### src/rtl/nest_irq_pkg.sv
package nest_irq_pkg;
  localparam int NUM_SRC = 9;
  localparam int IDX_W = $clog2(NUM_SRC);
  localparam int NUM_RAW = 12;

  typedef struct packed {
    logic latchSel;
    logic setSvcHi;
    logic setSvcLo;
    logic clrSvcHi;
    logic clrSvcLo;
  } ctrl_strobe_t;

  // polling rank to vector slot (slot * stride + base gives the address)
  function automatic logic [IDX_W-1:0] rankToSlot(input logic [IDX_W-1:0] rank);
    case (rank)
      4'd0: rankToSlot = 4'd8;
      4'd1: rankToSlot = 4'd0;
      4'd2: rankToSlot = 4'd6;
      4'd3: rankToSlot = 4'd1;
      4'd4: rankToSlot = 4'd2;
      4'd5: rankToSlot = 4'd3;
      4'd6: rankToSlot = 4'd7;
      4'd7: rankToSlot = 4'd4;
      4'd8: rankToSlot = 4'd5;
      default: rankToSlot = 4'd0;
    endcase
  endfunction
endpackage

### src/rtl/nest_irq_dp.sv
module nest_irq_dp
  import nest_irq_pkg::*;
#(
  parameter int ADDR_W = 8,
  parameter int DATA_W = 8,
  parameter int VEC_W = 16,
  parameter int VEC_BASE = 3,
  parameter int VEC_STRIDE = 8,
  parameter logic [ADDR_W-1:0] EN_ADDR = 8'hA8,
  parameter logic [ADDR_W-1:0] PRI_ADDR = 8'hB8,
  parameter logic [ADDR_W-1:0] SEC_EN_ADDR = 8'hA9,
  parameter logic [ADDR_W-1:0] SEC_PRI_ADDR = 8'hB9
) (
  input  logic                clk,
  input  logic                rstN,
  input  logic [NUM_RAW-1:0]  rawFlags,
  input  logic                regWrEn,
  input  logic [ADDR_W-1:0]   regAddr,
  input  logic [DATA_W-1:0]   regWrData,
  output logic [DATA_W-1:0]   regRdData,
  input  ctrl_strobe_t        strobe,
  output logic                candValid,
  output logic                selHigh,
  output logic                svcHi,
  output logic                svcLo,
  output logic [VEC_W-1:0]    irqVec,
  output logic [IDX_W-1:0]    srcIdx
);
  localparam int MAIN_BITS = 7;
  localparam int SEC_BITS = 2;
  localparam int GLOBAL_BIT = DATA_W - 1;

  logic [DATA_W-1:0]    enMain;
  logic [MAIN_BITS-1:0] prMain;
  logic [SEC_BITS-1:0]  enSec;
  logic [SEC_BITS-1:0]  prSec;
  logic [NUM_SRC-1:0]   pendQ;
  logic [NUM_SRC-1:0]   pendNext;
  logic [NUM_SRC-1:0]   enVec;
  logic [NUM_SRC-1:0]   prVec;
  logic [NUM_SRC-1:0]   gated;
  logic [NUM_SRC-1:0]   hiReq;
  logic [NUM_SRC-1:0]   loReq;
  logic [IDX_W-1:0]     hiPick;
  logic [IDX_W-1:0]     loPick;
  logic                 hiOk;
  logic                 loOk;
  logic [IDX_W-1:0]     candRank;
  logic [IDX_W-1:0]     selRank;

  // Raw flag order: pmon, ext0, adc, tmr0, ext1, tmr1, i2c, spi, rx, tx, t2ovf, t2ext
  localparam int NUM_PAIRS = 3;
  generate
    for (genvar s = 0; s < 6; s++) begin : g_single
      assign pendNext[s] = rawFlags[s];
    end
    for (genvar p = 0; p < NUM_PAIRS; p++) begin : g_pair
      assign pendNext[6+p] = rawFlags[6+2*p] | rawFlags[7+2*p];
    end
  endgenerate

  always_ff @(posedge clk or negedge rstN) begin
    if (!rstN) pendQ <= '0;
    else       pendQ <= pendNext;
  end

  // register writes
  always_ff @(posedge clk or negedge rstN) begin
    if (!rstN) begin
      enMain <= '0;
      prMain <= '0;
      enSec  <= '0;
      prSec  <= '0;
    end else if (regWrEn) begin
      case (regAddr)
        EN_ADDR:      enMain <= regWrData;
        PRI_ADDR:     prMain <= regWrData[MAIN_BITS-1:0];
        SEC_EN_ADDR:  enSec  <= regWrData[SEC_BITS-1:0];
        SEC_PRI_ADDR: prSec  <= regWrData[SEC_BITS-1:0];
        default: ;
      endcase
    end
  end

  always_comb begin
    regRdData = '0;
    case (regAddr)
      EN_ADDR:      regRdData = enMain;
      PRI_ADDR:     regRdData[MAIN_BITS-1:0] = prMain;
      SEC_EN_ADDR:  regRdData[SEC_BITS-1:0] = enSec;
      SEC_PRI_ADDR: regRdData[SEC_BITS-1:0] = prSec;
      default:      regRdData = '0;
    endcase
  end

  // per-rank enable and priority (main bits: ext0,tmr0,ext1,tmr1,serial,tmr2,adc)
  assign enVec = {enMain[5], enMain[4], enSec[0], enMain[3], enMain[2],
                  enMain[1], enMain[6], enMain[0], enSec[1]};
  assign prVec = {prMain[5], prMain[4], prSec[0], prMain[3], prMain[2],
                  prMain[1], prMain[6], prMain[0], prSec[1]};

  assign gated = pendQ & enVec & {NUM_SRC{enMain[GLOBAL_BIT]}};
  assign hiReq = gated & prVec;
  assign loReq = gated & ~prVec;

  function automatic logic [IDX_W-1:0] firstSet(input logic [NUM_SRC-1:0] v);
    firstSet = '0;
    for (int i = NUM_SRC - 1; i >= 0; i--) begin
      if (v[i]) firstSet = IDX_W'(i);
    end
  endfunction

  assign hiPick = firstSet(hiReq);
  assign loPick = firstSet(loReq);
  assign hiOk = !svcHi && (|hiReq);
  assign loOk = !svcHi && !svcLo && (|loReq);
  assign candValid = hiOk || loOk;
  assign candRank = hiOk ? hiPick : loPick;

  // selection latch
  always_ff @(posedge clk or negedge rstN) begin
    if (!rstN) begin
      selRank <= '0;
      selHigh <= 1'b0;
    end else if (strobe.latchSel) begin
      selRank <= candRank;
      selHigh <= hiOk;
    end
  end

  // in-service flags
  always_ff @(posedge clk or negedge rstN) begin
    if (!rstN) begin
      svcHi <= 1'b0;
      svcLo <= 1'b0;
    end else begin
      svcHi <= (svcHi && !strobe.clrSvcHi) || strobe.setSvcHi;
      svcLo <= (svcLo && !strobe.clrSvcLo) || strobe.setSvcLo;
    end
  end

  assign srcIdx = selRank;
  assign irqVec = VEC_W'(VEC_BASE) + VEC_W'(rankToSlot(selRank)) * VEC_W'(VEC_STRIDE);

  // vector only moves on a latch strobe
  assert_vec_stable_R8: assert property (@(posedge clk) disable iff (!rstN)
    !strobe.latchSel |=> $stable(irqVec) && $stable(srcIdx));
  // control never latches without a candidate
  assert_latch_needs_cand_R3: assert property (@(posedge clk) disable iff (!rstN)
    strobe.latchSel |-> candValid);
  // at most one level marked per acknowledge
  assert_one_level_set_R9: assert property (@(posedge clk) disable iff (!rstN)
    $onehot0({strobe.setSvcHi, strobe.setSvcLo}));
endmodule

### src/rtl/nest_irq_ctl.sv
module nest_irq_ctl
  import nest_irq_pkg::*;
(
  input  logic         clk,
  input  logic         rstN,
  input  logic         candValid,
  input  logic         selHigh,
  input  logic         svcHi,
  input  logic         svcLo,
  input  logic         irqAck,
  input  logic         retiPulse,
  output ctrl_strobe_t strobe,
  output logic         irqReq
);
  typedef enum logic {ST_IDLE, ST_OFFER} state_t;
  state_t state, stateNext;

  always_comb begin
    stateNext = state;
    strobe = '0;
    case (state)
      ST_IDLE: begin
        if (candValid) begin
          strobe.latchSel = 1'b1;
          stateNext = ST_OFFER;
        end
      end
      ST_OFFER: begin
        if (irqAck) begin
          strobe.setSvcHi = selHigh;
          strobe.setSvcLo = !selHigh;
          stateNext = ST_IDLE;
        end
      end
      default: stateNext = ST_IDLE;
    endcase
    if (retiPulse) begin
      strobe.clrSvcHi = svcHi;
      strobe.clrSvcLo = !svcHi && svcLo;
    end
  end

  always_ff @(posedge clk or negedge rstN) begin
    if (!rstN) state <= ST_IDLE;
    else       state <= stateNext;
  end

  assign irqReq = (state == ST_OFFER);

  // offer held until acknowledged
  assert_offer_hold_R8: assert property (@(posedge clk) disable iff (!rstN)
    (irqReq && !irqAck) |=> irqReq);
  // nothing new offered while high level is in service
  assert_hi_blocks_R9: assert property (@(posedge clk) disable iff (!rstN)
    $rose(irqReq) |-> !$past(svcHi));
  // acknowledge leaves a level in service
  assert_ack_marks_R9: assert property (@(posedge clk) disable iff (!rstN)
    (irqReq && irqAck) |=> (svcHi || svcLo));
  // return clears the high flag first
  assert_reti_hi_first_R10: assert property (@(posedge clk) disable iff (!rstN)
    (retiPulse && !irqAck && svcHi) |=> !svcHi);
endmodule

### src/rtl/nest_irq_ctrl.sv
module nest_irq_ctrl
  import nest_irq_pkg::*;
#(
  parameter int ADDR_W = 8,
  parameter int DATA_W = 8,
  parameter int VEC_W = 16,
  parameter int VEC_BASE = 3,
  parameter int VEC_STRIDE = 8,
  parameter logic [ADDR_W-1:0] EN_ADDR = 8'hA8,
  parameter logic [ADDR_W-1:0] PRI_ADDR = 8'hB8,
  parameter logic [ADDR_W-1:0] SEC_EN_ADDR = 8'hA9,
  parameter logic [ADDR_W-1:0] SEC_PRI_ADDR = 8'hB9
) (
  input  logic              clk,
  input  logic              rstN,
  input  logic              pmonFlag,
  input  logic              ext0Flag,
  input  logic              adcFlag,
  input  logic              tmr0Flag,
  input  logic              ext1Flag,
  input  logic              tmr1Flag,
  input  logic              i2cFlag,
  input  logic              spiFlag,
  input  logic              rxFlag,
  input  logic              txFlag,
  input  logic              tmr2OvfFlag,
  input  logic              tmr2ExtFlag,
  input  logic              regWrEn,
  input  logic [ADDR_W-1:0] regAddr,
  input  logic [DATA_W-1:0] regWrData,
  output logic [DATA_W-1:0] regRdData,
  input  logic              irqAck,
  input  logic              retiPulse,
  output logic              irqReq,
  output logic [VEC_W-1:0]  irqVec,
  output logic [IDX_W-1:0]  srcIdx
);
  logic [NUM_RAW-1:0] rawFlags;
  ctrl_strobe_t strobe;
  logic candValid, selHigh, svcHi, svcLo;

  assign rawFlags = {tmr2ExtFlag, tmr2OvfFlag, txFlag, rxFlag, spiFlag, i2cFlag,
                     tmr1Flag, ext1Flag, tmr0Flag, adcFlag, ext0Flag, pmonFlag};

  nest_irq_dp #(
    .ADDR_W(ADDR_W), .DATA_W(DATA_W), .VEC_W(VEC_W),
    .VEC_BASE(VEC_BASE), .VEC_STRIDE(VEC_STRIDE),
    .EN_ADDR(EN_ADDR), .PRI_ADDR(PRI_ADDR),
    .SEC_EN_ADDR(SEC_EN_ADDR), .SEC_PRI_ADDR(SEC_PRI_ADDR)
  ) u_dp (
    .clk(clk), .rstN(rstN), .rawFlags(rawFlags),
    .regWrEn(regWrEn), .regAddr(regAddr), .regWrData(regWrData), .regRdData(regRdData),
    .strobe(strobe), .candValid(candValid), .selHigh(selHigh),
    .svcHi(svcHi), .svcLo(svcLo), .irqVec(irqVec), .srcIdx(srcIdx)
  );

  nest_irq_ctl u_ctl (
    .clk(clk), .rstN(rstN), .candValid(candValid), .selHigh(selHigh),
    .svcHi(svcHi), .svcLo(svcLo), .irqAck(irqAck), .retiPulse(retiPulse),
    .strobe(strobe), .irqReq(irqReq)
  );
endmodule

### config.mk
export PLATFORM = sky130hd
export DESIGN_NAME = nest_irq_ctrl
export DESIGN_NICKNAME = d
export VERILOG_FILES = /design/src/rtl/nest_irq_pkg.sv /design/src/rtl/nest_irq_dp.sv /design/src/rtl/nest_irq_ctl.sv /design/src/rtl/nest_irq_ctrl.sv
export SDC_FILE = /design/constraint.sdc
export NUM_CORES = 1
export LEC_CHECK = 0
export ABC_AREA = 1
export CORE_MARGIN = 4
export CORE_UTILIZATION = 45
export DETAILED_ROUTE_END_ITERATION = 12
export GPL_ROUTABILITY_DRIVEN = 0
export PLACE_DENSITY = 0.77
export SYNTH_ARGS = -nofsm -noshare
export SYNTH_HDL_FRONTEND = slang
export SYNTH_HIERARCHICAL = 1
export SYNTH_SLANG_ARGS = --single-unit
export TNS_END_PERCENT = 10
### constraint.sdc
create_clock -name clk -period 3.6 [get_ports clk]
set_clock_uncertainty 0.1 [all_clocks]
set_input_delay 0.72 -clock clk [delete_from_list [all_inputs] [get_ports clk]]
set_output_delay 0.72 -clock clk [all_outputs]
set_load 0.1 [all_outputs]
==> metrics.md, run 1 <==
| Metric | Value |
|---|---|
| Status | `finished, final reports clean` |
| Final Hold Vio Count | `0` |
| Chip Width | `76.41 µm` |
| Post-route cell area | `2740 µm²` |
| Total CTS buffers | `5` |
| Post-CTS Hold Fix Bufs | `0` |
| Final net count | `347` |
| Clk Tree Root Cell | `clkbuf_8` |
| Peak VDD IR | `445.5 µV` |
| Max Cap Viol | `0` |
| Ys Warns | `6` |
| Drt drc | `0` |
| Clock Path Buffers | `2` |
| CP max stage cell | `clkdlybuf4s50_1` |
| Setup ws final | `0.4695 ns` |
| Max Fclk | `319.4 MHz` |
| Flop2flop setup slack | `1.30 ns` |
| Wirelength per Cell | `12.56 µm` |
| Dpl ws | `0.4686 ns` |
| Clk sink count | `36` |
| Leading area contributor after synthesis | `dfrtp_1` |
| Worst hold path class | `flip-flop to flip-flop` |
| Largest net degree at the start of global routing | `37` |
| Sequential fraction of the synthesis area | `42.78%` |
| # H-tree levels | `2` |
| Cell Pwr Density | `628.2 nW/µm²` |
| Worst R2R Path Depth | `10` |
| Total power | `0.001721 W` |
| CTS tree | `built` |
| FF-to-FF Start | `u_dp/enMain[7]` |
| Worst reg2reg endpoint | `u_dp/selHigh` |
| Crit path DAT | `2.31 ns` |
| Dpl cell area | `2629 µm²` |
| Mapped cell area | `2106 µm²` |
| Post-Synthesis Cells | `260` |
| Hold Path Depth | `2` |
| CP Max Fanout | `8` |
| Core Box Area | `4444 µm²` |
| Unrepaired setup endpoints after global routing | `false` |
| Post-route minimum period | `3.131 ns` |
| Final setup TNS | `0 ns` |
| Worst hold endpoint | `u_dp/srcIdx[0]` |
| Ant diodes | `0` |
| Largest cells by area after synthesis | `dfrtp_1, nand2_1, inv_1` |
| Final core occ | `61.66%` |
| Top FF cell, synth | `dfrtp_1` |
| Post-DR vias/cell | `5.113` |
| Post-DRT Antenna Nets | `0` |
| First-pass GRT wire length | `8086 µm` |
| Lkg Pwr | `1.335 nW` |
| Commonest cells in the synthesized netlist | `nand2_1, inv_1, dfrtp_1, o21ai_0, nor2_1` |
| Chip height | `76.41 µm` |
| Initial core utilization | `47.38%` |
| Yosys cell types | `31` |
| WS Path Type | `input port to primary output` |
| Via count | `1,861` |
| Cell row count | `24` |
| Slew @ Worst Pin | `0.9611 ns` |
| Clock Pin Slew Worst Setup and Hold Paths | `0.07 ns` |
| Crit path buf inv count | `3` |
| Number of global-route vias before repair | `1,847` |
| Most common cell in the netlist | `nand2_1` |
| Period utilization | `86.96%` |
| Crit. End Element | `primary output` |
| Yosys top cell area share | `42.78%` |
| Final Slew Violations | `0` |
| Drt first pass iters | `4` |
| Share of cells above drive strength 1 | `14.42%` |
| Initial antenna violation count | `0` |
| Hold Crit Start | `u_dp/srcIdx[0]` |
| CTS resizes | `0` |
| Setup Fix Bufs, Post-CTS | `0` |
| PortBufs | `49` |
| Worst-path cell chain | `clkdlybuf4s50_1, nand2_1, nor3_2, nand2_2, o22ai_1, inv_1, o221ai_1, buf_12` |
| Post-synth EDFFs | `0` |
| DRT iter0 DRCs | `109` |
| Crit path largest cell delay | `0.45 ns` |
| Die Area | `5838 µm²` |
| IO Pins | `62` |
| WL final | `4573 µm` |
| GRT Total Usage | `16.84%` |
| Area growth syn-to-layout | `30.12%` |
| Hpwl dp | `3556 µm` |
| Critical path's top delay family | `buffers and inverters` |
| Total gr overflow | `0` |
| Clk_lat worst skew | `0.29 ns` |
| Worst setup SP type | `input port` |
| FFs w/ async S/R, synth | `100.0%` |
| Data required, critical path | `2.78 ns` |
| Avg Cell Area, Syn | `8.099 µm²` |
| Slew headroom | `35.72%` |
| Setup Viol. Count Final | `0` |
| Synthesized flop and latch total | `36` |
[metrics by stage]
| stage | cells | hold WS [ns] |
|---|---|---|
| 3_5_place_dp | 356 | 0.4153 |
| 6_report | 364 | 0.4417 |
| 2_1_floorplan | 270 | 0.3244 |
| 5_1_grt | 364 | 0.4715 |
| 4_1_cts | 364 | 0.4315 |
| 3_3_place_gp | 356 | 0.4075 |
[how the worst max path moves through the flow]
stage                   startpoint            to  slack [ns]  cells past startpoint
floorplan           u_dp/srcIdx[0]     irqVec[3]       -0.06                      4
global placement        regAddr[3]  regRdData[1]        0.53                      8
detailed placement      regAddr[3]  regRdData[1]        0.47                      8
CTS                     regAddr[3]  regRdData[1]        0.46                      8
global route            regAddr[3]  regRdData[1]        0.32                      8
finish                  regAddr[3]  regRdData[0]        0.47                      8
[metal layers]
| metal | share of wire, % | GRT usage (%) | wire, µm |
|---|---|---|---|
| met5 | 0 | 0 | 0 |
| met4 | 1.6 | 5.254 | 73 |
| met3 | 7.0 | 5.556 | 318 |
| met2 | 50 | 29.26 | 2265 |
| met1 | 42 | 19.59 | 1915 |
[final cells by class]
| type | count | area, µm² |
|---|---|---|
| Clock buffer | 5 | 68.82 |
| Clock inverter | 3 | 42.54 |
| Fill cell | 385 | 1704 |
| Inverter | 37 | 138.9 |
| Multi-Input combinational cell | 181 | 965.9 |
| Sequential cell | 36 | 900.9 |
| Tap cell | 52 | 65.06 |
| Timing Repair Buffer | 50 | 558.0 |
[flip-flops by register name, indices dropped and copies added, names as in the netlist]
signal / cells
u_ctl/irqReq: 1
u_dp/pendQ: 9
u_dp/prSec: 2
u_dp/prMain: 7
u_dp/enSec: 2
u_dp/srcIdx: 4
u_dp/svcLo: 1
u_dp/enMain: 8
u_dp/svcHi: 1
u_dp/selHigh: 1
[layout by cell type, fill, tap and decap left out]
cell             count
nor2_1              18
nor4b_4              1
nor3_2               2
o211ai_1             1
o21bai_1             2
conb_1              12
nand3_2              1
nor2_4               2
o21ai_0             21
nor3b_1              2
clkinvlp_4           1
o221ai_1             2
buf_12               8
nand3_1             10
ha_1                 3
o22ai_1              7
clkinv_2             1
a21oi_1              2
a31oi_1              1
and2_1               2
clkbuf_8             5
buf_4                9
o21ai_1              4
o21ai_2              2
nand2_4              2
or2_2                3
nand4_2              3
inv_1               37
nand2_2              2
bufinv_16            1
nor2_2               2
dfrtp_1             36
nand2_1             59
clkdlybuf4s50_1     33
nand4_1             15
[kinds of logic (layout without fill, tap and decap cells)]
group                    after synthesis  in the layout  share of synthesized area, %
buffers and inverters                 53             95                         13.13
AND/OR/NAND/NOR                      124            124                         30.42
adder cells (fa/ha/maj)                3              3                         1.783
other                                  2             12                        0.3566
flip-flops                            36             36                         42.78
AO/OA/AOI/OAI                         42             42                         11.53
[worst register-to-register path, delay by kind of cell, from the launching register on]
kind,cells,cell delay (ns)
and+or+nand+nor,6,0.61
buffers and inverters,2,0.27
AOI/OAI and AO/OA,2,0.45
DFF,1,0.79
[report_power, final]
part / internal [W] / switching, W
clock: 0.000205 / 0.000152
combinational: 0.000197 / 0.000646
sequential: 0.000465 / 0.0000568
total: 0.000867 / 0.000854
Power figures use the tool's default switching activity.
==> inputs of run 2 (changes only) <==
- TNS_END_PERCENT: 10 -> unset
==> results of run 2 <==
Same layout as run 1: the final DEF is identical, and so are final timing and power.
